===== src/rtl/qh_pkg.sv =====
// Package: shared state encoding for the port quiesce controller.
// Assumes: a three-phase sequence (free, waiting for ack, final idle check).
package qh_pkg;
    typedef enum logic [1:0] {
        QH_FREE  = 2'd0,
        QH_WAIT  = 2'd1,
        QH_CHECK = 2'd2
    } qh_state_e;
endpackage


===== src/rtl/qh_tick_timer.sv =====
// Module: qh_tick_timer
// Counts millisecond ticks during the acknowledge wait and flags the tick
// that would be the last one allowed.
// Assumes: clear is held whenever no wait is in progress; TIMEOUT_MS >= 1.
module qh_tick_timer #(
    parameter int TIMEOUT_MS = 100
) (
    input  logic clk,
    input  logic rst_n,
    input  logic clear,
    input  logic count_en,
    output logic last_tick
);
    localparam int CW = (TIMEOUT_MS < 2) ? 1 : $clog2(TIMEOUT_MS);
    localparam logic [CW-1:0] LAST = CW'(TIMEOUT_MS - 1);

    logic [CW-1:0] cnt_q;

    // Purpose: count elapsed ticks, restarting whenever the wait is not active.
    always_ff @(posedge clk) begin
        if (!rst_n || clear) begin
            cnt_q <= '0;
        end else if (count_en && cnt_q != LAST) begin
            cnt_q <= cnt_q + 1'b1;
        end
    end

    // Purpose: the current count equals the final allowed tick index.
    always_comb begin
        last_tick = (cnt_q == LAST);
    end
endmodule


===== src/rtl/qh_seq_fsm.sv =====
// Module: qh_seq_fsm
// Sequences the handshake: skip-if-idle, raise request, wait for ack on
// ticks bounded by the timer, re-check idle, drop request, report.
// Assumes: halt_cmd is a single-cycle pulse; ms_tick is a single-cycle pulse.
module qh_seq_fsm
    import qh_pkg::*;
(
    input  logic      clk,
    input  logic      rst_n,
    input  logic      halt_cmd,
    input  logic      port_idle,
    input  logic      halt_ack,
    input  logic      ms_tick,
    input  logic      last_tick,
    output qh_state_e state,
    output logic      halt_req,
    output logic      done,
    output logic      failed
);
    qh_state_e st_q;
    logic      req_q;
    logic      done_q;
    logic      fail_q;
    logic      wait_over;

    // Purpose: the wait ends on a tick that sees the ack or exhausts the budget.
    always_comb begin
        wait_over = ms_tick && (halt_ack || last_tick);
    end

    // Purpose: state, request and result registers.
    always_ff @(posedge clk) begin
        if (!rst_n) begin
            st_q   <= QH_FREE;
            req_q  <= 1'b0;
            done_q <= 1'b0;
            fail_q <= 1'b0;
        end else begin
            done_q <= 1'b0;
            fail_q <= 1'b0;
            unique case (st_q)
                QH_FREE: begin
                    if (halt_cmd) begin
                        if (port_idle) begin
                            done_q <= 1'b1;
                        end else begin
                            req_q <= 1'b1;
                            st_q  <= QH_WAIT;
                        end
                    end
                end
                QH_WAIT: begin
                    if (wait_over) begin
                        st_q <= QH_CHECK;
                    end
                end
                QH_CHECK: begin
                    done_q <= 1'b1;
                    fail_q <= !port_idle;
                    req_q  <= 1'b0;
                    st_q   <= QH_FREE;
                end
                default: begin
                    st_q  <= QH_FREE;
                    req_q <= 1'b0;
                end
            endcase
        end
    end

    // Purpose: drive outputs from registers only.
    always_comb begin
        state    = st_q;
        halt_req = req_q;
        done     = done_q;
        failed   = fail_q;
    end
endmodule


===== src/rtl/port_quiesce_ctrl.sv =====
// Module: port_quiesce_ctrl
// Top level: quiesces one bus master port with a bounded halt handshake.
// Assumes: all inputs are synchronous to clk; TIMEOUT_MS counts ms_tick pulses.
module port_quiesce_ctrl
    import qh_pkg::*;
#(
    parameter int TIMEOUT_MS = 100
) (
    input  logic clk,
    input  logic rst_n,
    input  logic halt_cmd,
    input  logic port_idle,
    input  logic halt_ack,
    input  logic ms_tick,
    output logic halt_req,
    output logic done,
    output logic failed
);
    qh_state_e st_w;
    logic      last_tick_w;
    logic      waiting_w;
    logic      cnt_en_w;

    // Purpose: enable the timer only on ack-less ticks during the wait.
    always_comb begin
        waiting_w = (st_w == QH_WAIT);
        cnt_en_w  = waiting_w && ms_tick && !halt_ack;
    end

    qh_tick_timer #(
        .TIMEOUT_MS(TIMEOUT_MS)
    ) u_timer (
        .clk      (clk),
        .rst_n    (rst_n),
        .clear    (!waiting_w),
        .count_en (cnt_en_w),
        .last_tick(last_tick_w)
    );

    qh_seq_fsm u_fsm (
        .clk      (clk),
        .rst_n    (rst_n),
        .halt_cmd (halt_cmd),
        .port_idle(port_idle),
        .halt_ack (halt_ack),
        .ms_tick  (ms_tick),
        .last_tick(last_tick_w),
        .state    (st_w),
        .halt_req (halt_req),
        .done     (done),
        .failed   (failed)
    );
endmodule


===== config.mk =====
export PLATFORM = sky130hd
export DESIGN_NAME = port_quiesce_ctrl
export DESIGN_NICKNAME = d
export VERILOG_FILES = /design/src/rtl/qh_pkg.sv /design/src/rtl/qh_tick_timer.sv /design/src/rtl/qh_seq_fsm.sv /design/src/rtl/port_quiesce_ctrl.sv
export SDC_FILE = /design/constraint.sdc
export NUM_CORES = 1
export LEC_CHECK = 0
export ABC_AREA = 1
export BUFFER_PORTS_ARGS = -buffer_cell sky130_fd_sc_hd__buf_2
export CORE_MARGIN = 4
export CORE_UTILIZATION = 30
export DETAILED_ROUTE_END_ITERATION = 12
export GPL_ROUTABILITY_DRIVEN = 1
export MAX_ROUTING_LAYER = met4
export SLEW_MARGIN = 25
export SYNTH_ARGS = -nofsm -noshare
export SYNTH_HDL_FRONTEND = slang
export SYNTH_SLANG_ARGS = --single-unit

===== constraint.sdc =====
create_clock -name clk -period 1.05 [get_ports clk]
set_input_delay 0.0525 -clock clk [delete_from_list [all_inputs] [get_ports clk]]
set_output_delay 0.0525 -clock clk [all_outputs]
set_load 0.05 [all_outputs]

==> impl_metrics.toml, run 1 <==
[global_routing]
grt_max_degree = 8
antenna_found_initial = 0
grt_pass1_vias = 507
grt-ovfl-total = 0
track_usage_pct = 10.8
grt_pass1_wl_um = 2150

[synth]
ys_types = 21
yosys.area.top_type = "dfxtp_1"
synthAdderAreaFrac_pct = 2.06
synth_area_leaders = "dfxtp_1 (40%), nand2_1 (16%), a21oi_1 (6.6%), nor2_1 (4.9%), inv_1 (4.3%)"
synthCells = 86
synth_top_family_by_area = "simple AND/OR/NAND/NOR gates"
synth-xor-area-share_pct = 4.32
synthesis.nets = 93
ys_seq_area_share_pct = 39.5
synth-simple-area-share_pct = 38.3
ys_ff_latch = 12
synthMuxAreaShare_pct = 0
synth.avg_cell_area_um2 = 7.07
synth_top_area_share_pct = 39.5
yosys_warnings = 0
netlist_area_um2 = 608
synth_compound_area_share_pct = 8.64

[clock_network]
cts_setup_buffers = 0
tritoncts = "yes"
htreeDepth = 1
cts_num_sinks = 12
cts.clk_slew.worst_paths_ns = 0.08
clock_path_buffers = 2
worst_skew_pair.late_latency_ns = 0.27
cts_made_buffers = 3
root_buffer = "clkbuf_4"

[sta]
min_period_ns = 1.14
finalSetupViolations = 9
worst_pin_slew_ns = 0.246
fin_setup_tns_ns = -0.688
worst_slack_ns = -0.0936
report.final.slew_viol_count = 0
maxSlewHeadroom_pct = 83.6
finalCritPeriodShare_pct = 109
finClkSkew_ns = 0.00431
hold_violations = 0
rsz0062_at_grt = "yes"
fmax_mhz = 874

[drt]
drt_wl_total_um = 1410
avgRoutedWirePerCell_um = 10.5
first_pass_iters = 4
drcViolationCount = 0
vias = 593
viasPerCell = 4.39
antenna_left = 0
first_iter_violations = 12

[critical_path]
crit_type = "reg -> reg"
path_delay_family = "flip-flops"
critPathCaptureType = "register"
crit_required_ns = 1.21
critPathLaunchType = "register"
critPathSlowestCell = "dfxtp_4"
crit_arrival_ns = 1.30
cp_slowest_stage_delay_ns = 0.37
cp_max_fo = 7
critPathBufInv = 2
path_cells = "ha_4 > nand2_2 > inv_2 > nand3_4 > nand2_8 > inv_8 > nand2_1 > a21oi_2"

[cells_and_area]
layout.cells.non_filler = 135
post-route-util_pct = 44.5
synthToLayoutAreaGrowth_pct = 42.2
n_fill_cell = 208
num-nets-final = 116
postLayoutCellArea_um2 = 865
diodes = 0
layout-drive-gt1-share_pct = 40.7
final_cell_mix = "nand2_1 (22), dfxtp_1 (10), buf_4 (9), buf_2 (8), inv_1 (7)"
final_common_cell = "nand2_1"
multi_input_area_um2 = 380
regArea_um2 = 248

[run_status]
violations = "setup timing"
status = "finished, violations left"

[floorplanning]
initial_utilization_pct = 31.3
core_region_area_um2 = 1940
num_rows = 16
die_width_um = 53.0
io_pins = 9
fp.dieH_um = 53.0
dieArea_um2 = 2810

[place]
place_hpwl_um = 995
port_buffers = 8
gp_congestion = 0.864
dp_cells = 130
dpl_cell_area_um2 = 774

[power_and_ir_drop]
power_density_nw_per_um2 = 1360
ir_drop_mv = 0.644
leakagePower_nw = 0.366

[hold_path]
hold_class = "in -> reg"

[job]
cap_violations = 0
-- area by class of cell --
| class | count | share of cell area (%) |
|---|---|---|
| Tap cell | 27 | 3.91 |
| Timing Repair Buffer | 18 | 13.6 |
| Multi-Input combinational cell | 63 | 44.0 |
| Sequential cell | 12 | 28.7 |
| Inverter | 11 | 5.64 |
| Clock buffer | 4 | 4.20 |
-- metrics by stage --
stage | total power [mW] | worst slack, ns | hold slack [ns]
3_3_place_gp | 0.790 | -0.0528 | 0.246
5_1_grt | 1.23 | -0.152 | 0.0379
4_1_cts | 1.17 | -0.0762 | 0.0277
6_report | 1.17 | -0.0936 | 0.0219
3_5_place_dp | 0.796 | -0.0853 | 0.252
2_1_floorplan | 0.721 | -0.0244 | 0.129
-- path summary, 6_finish.rpt --
check,startpoint,end,slack [ns],cells past startpoint
worst max-delay path,u_timer.cnt_q[1],u_timer.cnt_q[3],-0.09,8
worst min-delay path,rst_n,u_fsm.state[1],0.02,3
worst max register to register,u_timer.cnt_q[1],u_timer.cnt_q[3],-0.09,8
worst min register to register,u_fsm.halt_req,u_fsm.halt_req,0.51,2
-- timing repair --
action,CTS,global route
pin swaps,4,5
resized for setup,2,12
endpoints found under the hold margin,1,0
endpoints found under the setup margin,9,9
hold buffers,1,0
-- Yosys cell counts, drive strengths merged --
| library cell | n |
|---|---|
| nor2 | 11 |
| nand2 | 27 |
| ha | 1 |
| o21ai | 1 |
| or2 | 1 |
| nand3b | 1 |
| dfxtp | 12 |
| a21oi | 8 |
| nand3 | 6 |
| xnor2 | 2 |
| a21boi | 1 |
| inv | 11 |
| nand4 | 1 |
| nor3 | 2 |
| xor2 | 1 |
-- state kept, by name, indices dropped and copies added (netlist names) --
register,count
u_fsm.halt_req,1
u_fsm.done,1
u_fsm.failed,1
u_fsm.state,2
u_timer.cnt_q,7
-- worst register-to-register path: stages, from the launching register on --
cell and delay (ns):
dfxtp_4 0.37, ha_4 0.16, nand2_2 0.05, inv_2 0.06, nand3_4 0.11, nand2_8 0.13
inv_8 0.05, nand2_1 0.07, a21oi_2 0.05
-- power breakdown --
part | switching, mW | internal (mW)
sequential | 0.0264 | 0.486
combinational | 0.193 | 0.0899
clock | 0.165 | 0.211
total | 0.385 | 0.787
-- logic make-up after synthesis --
| family | Yosys count |
|---|---|
| AO/OA/AOI/OAI | 10 |
| XOR/XNOR | 3 |
| buffers and inverters | 11 |
| adder cells (fa/ha/maj) | 1 |
| AND/OR/NAND/NOR | 49 |
| flip-flops | 12 |
-- layer usage --
metal | track usage (%) | wire length, um
met5 | - | 0
met4 | 5.11 | 29
met3 | 0.845 | 8
met2 | 18.8 | 786
met1 | 12.4 | 589
Power figures use the tool's default switching activity.
==> run 2: changes to the inputs <==
--- a/config.mk
+++ b/config.mk
@@ -5,7 +5,6 @@
 export SDC_FILE = /design/constraint.sdc
 export NUM_CORES = 1
 export LEC_CHECK = 0
-export ABC_AREA = 1
 export BUFFER_PORTS_ARGS = -buffer_cell sky130_fd_sc_hd__buf_2
 export CORE_MARGIN = 4
 export CORE_UTILIZATION = 30
==> impl_metrics.toml, run 2 <==
[critical_path]
critPathBufInv = 0
cp_max_fo = 3
cp-startpoint = "u_timer.cnt_q[1]"
r2r_slack_ns = -0.17
crit_arrival_ns = 1.43
crit_type = "reg -> reg"
crit-reg2reg-launch = "u_timer.cnt_q[1]"
r2r-end = "u_timer.cnt_q[6]"
critPathSlowestCell = "or4_4"
crit_required_ns = 1.26
r2r_cells = 4
cp_slowest_stage_delay_ns = 0.42
cp.depth = 4
critPathCaptureType = "register"
critPathLaunchType = "register"
path_cells = "ha_4 > nand3_2 > or4_4 > a21oi_2"
path_delay_family = "simple AND/OR/NAND/NOR gates"

[synth]
yosys_most_used_dff = "dfxtp_1"
synthTopCellsByCount = "dfxtp_1 (12), a21oi_1 (8), nand2_1 (6)"
synthesis.nets = 65
synthArstFlopShare_pct = 0
synth_top_area_share_pct = 43.8
synth_edf_count = 0
ys_ff_latch = 12
ys_seq_area_share_pct = 43.8
synth.avg_cell_area_um2 = 9.45
synth_area_leaders = "dfxtp_1 (44%), a21oi_1 (7.3%), nand2_1 (4.1%), o31ai_1 (4.1%), or4_1 (4.1%)"
ys_types = 26
yosys.area.top_type = "dfxtp_1"
yosysMostFrequentCell = "dfxtp_1"
synthCells = 58
netlist_area_um2 = 548
yosys_warnings = 0

[floorplanning]
fp.dieH_um = 50.7
io_pins = 9
die_width_um = 50.7
core_region_area_um2 = 1730
dieArea_um2 = 2570
num_rows = 15
initial_utilization_pct = 31.7

[sta]
fmax_mhz = 817
hold_violations = 0
hold_slack_ns = 0.0672
min_period_ns = 1.22
finClkSkew_ns = 0.00216
report.final.slew_viol_count = 0
fin_setup_tns_ns = -0.900
worst_pin_slew_ns = 0.246
finalCritPeriodShare_pct = 117
rsz0062_at_grt = "yes"
finalSetupViolations = 7
maxSlewHeadroom_pct = 83.6
worst_slack_ns = -0.174

[job]
cap_violations = 0

[drt]
first_pass_iters = 4
routed.top_layer = "met4"
viasPerCell = 4.79
first_iter_violations = 5
drt_wl_total_um = 1180
m1WireLength_um = 524
avgRoutedWirePerCell_um = 11.2
met2_length_um = 586
drcViolationCount = 0
antenna_left = 0
route.met3.wl_um = 27
vias = 508

[clock_network]
root_buffer = "clkbuf_4"
clock_path_buffers = 2
cts.clk_slew.worst_paths_ns = 0.07
cts_hold_buf = 0
worst_skew_pair.late_latency_ns = 0.27
htreeDepth = 1
tritoncts = "yes"
cts_made_buffers = 3
cts_num_sinks = 12

[global_routing]
grt-ovfl-total = 0
antenna_found_initial = 0
track_usage_pct = 11.3
grt_max_degree = 8
grt_pass1_vias = 482
grt_pass1_wl_um = 2010

[cells_and_area]
postLayoutCellArea_um2 = 815
diodes = 0
post-route-util_pct = 47.2
final_cell_mix = "buf_4 (12), buf_2 (8), nand2_1 (5), a21oi_1 (5), dfxtp_1 (5)"
num-nets-final = 90
final_common_cell = "buf_4"
layout-drive-gt1-share_pct = 54.3
synthToLayoutAreaGrowth_pct = 48.6
largest_reg_flops = 7
top_register = "u_timer.cnt_q"
layout.cells.non_filler = 106

[power_and_ir_drop]
leakagePower_nw = 0.315
ir_drop_mv = 0.533
power_density_nw_per_um2 = 1010
total_power_mw = 0.826

[place]
place_hpwl_um = 898
gp_congestion = 0.812
place_ws_ns = -0.159
dp_cells = 100
port_buffers = 8
dpl_cell_area_um2 = 723

[hold_path]
holdCritStartpoint = "rst_n"
hold_depth = 2
hold_class = "in -> reg"
worstHoldEndpoint = "u_fsm.done"

[run_status]
violations = "setup timing"
status = "finished, violations left"
-- run 2: worst max path at each step --
stage,end,slack [ns]
floorplan,u_timer.cnt_q[4],-0.11
global placement,u_timer.cnt_q[5],-0.14
detailed placement,u_timer.cnt_q[6],-0.16
CTS,u_timer.cnt_q[6],-0.17
global route,u_timer.cnt_q[6],-0.23
finish,u_timer.cnt_q[6],-0.17
-- run 2: power breakdown --
part | switching [mW] | internal, mW
Combinational | 0.0478 | 0.0378
Clock | 0.149 | 0.133
Sequential | 0.00513 | 0.454
-- run 2: kinds of logic (layout without fill, tap and decap cells) --
family	count (synthesis)	after routing	synth area share [%]
and+or+nand+nor	26	26	31.5
buffers and inverters	1	24	0.684
DFF	12	12	43.8
adders and majority gates	1	1	2.28
AOI/OAI and AO/OA	16	16	18.0
muxes	2	2	3.65
-- run 2: per-layer routing --
metal / global-route usage [%] / vias to the layer above
met4: 12.1 / 0
met2: 16.7 / 6
met5: - / -
met3: 1.78 / 4
li1: - / 263
met1: 12.3 / 235
-- run 2: worst register-to-register path, stage by stage, from the launching register on --
cell,delay (ns)
dfxtp_4,0.37
ha_4,0.14
nand3_2,0.08
or4_4,0.42
a21oi_2,0.14
-- run 2: repair_timing --
item / CTS / global route
resized for setup: 4 / 10
pin swaps: 4 / 3
endpoints found under the setup margin: 9 / 9
buffers inserted: 3 / 0
-- run 2: layout make-up --
type	instances	area (um^2)
well taps	25	31.3
repair buffers	20	130
clock buffers	3	22.5
multi-input cells	45	368
flip-flops and latches	12	259
fillers	174	912
inverters	1	3.75
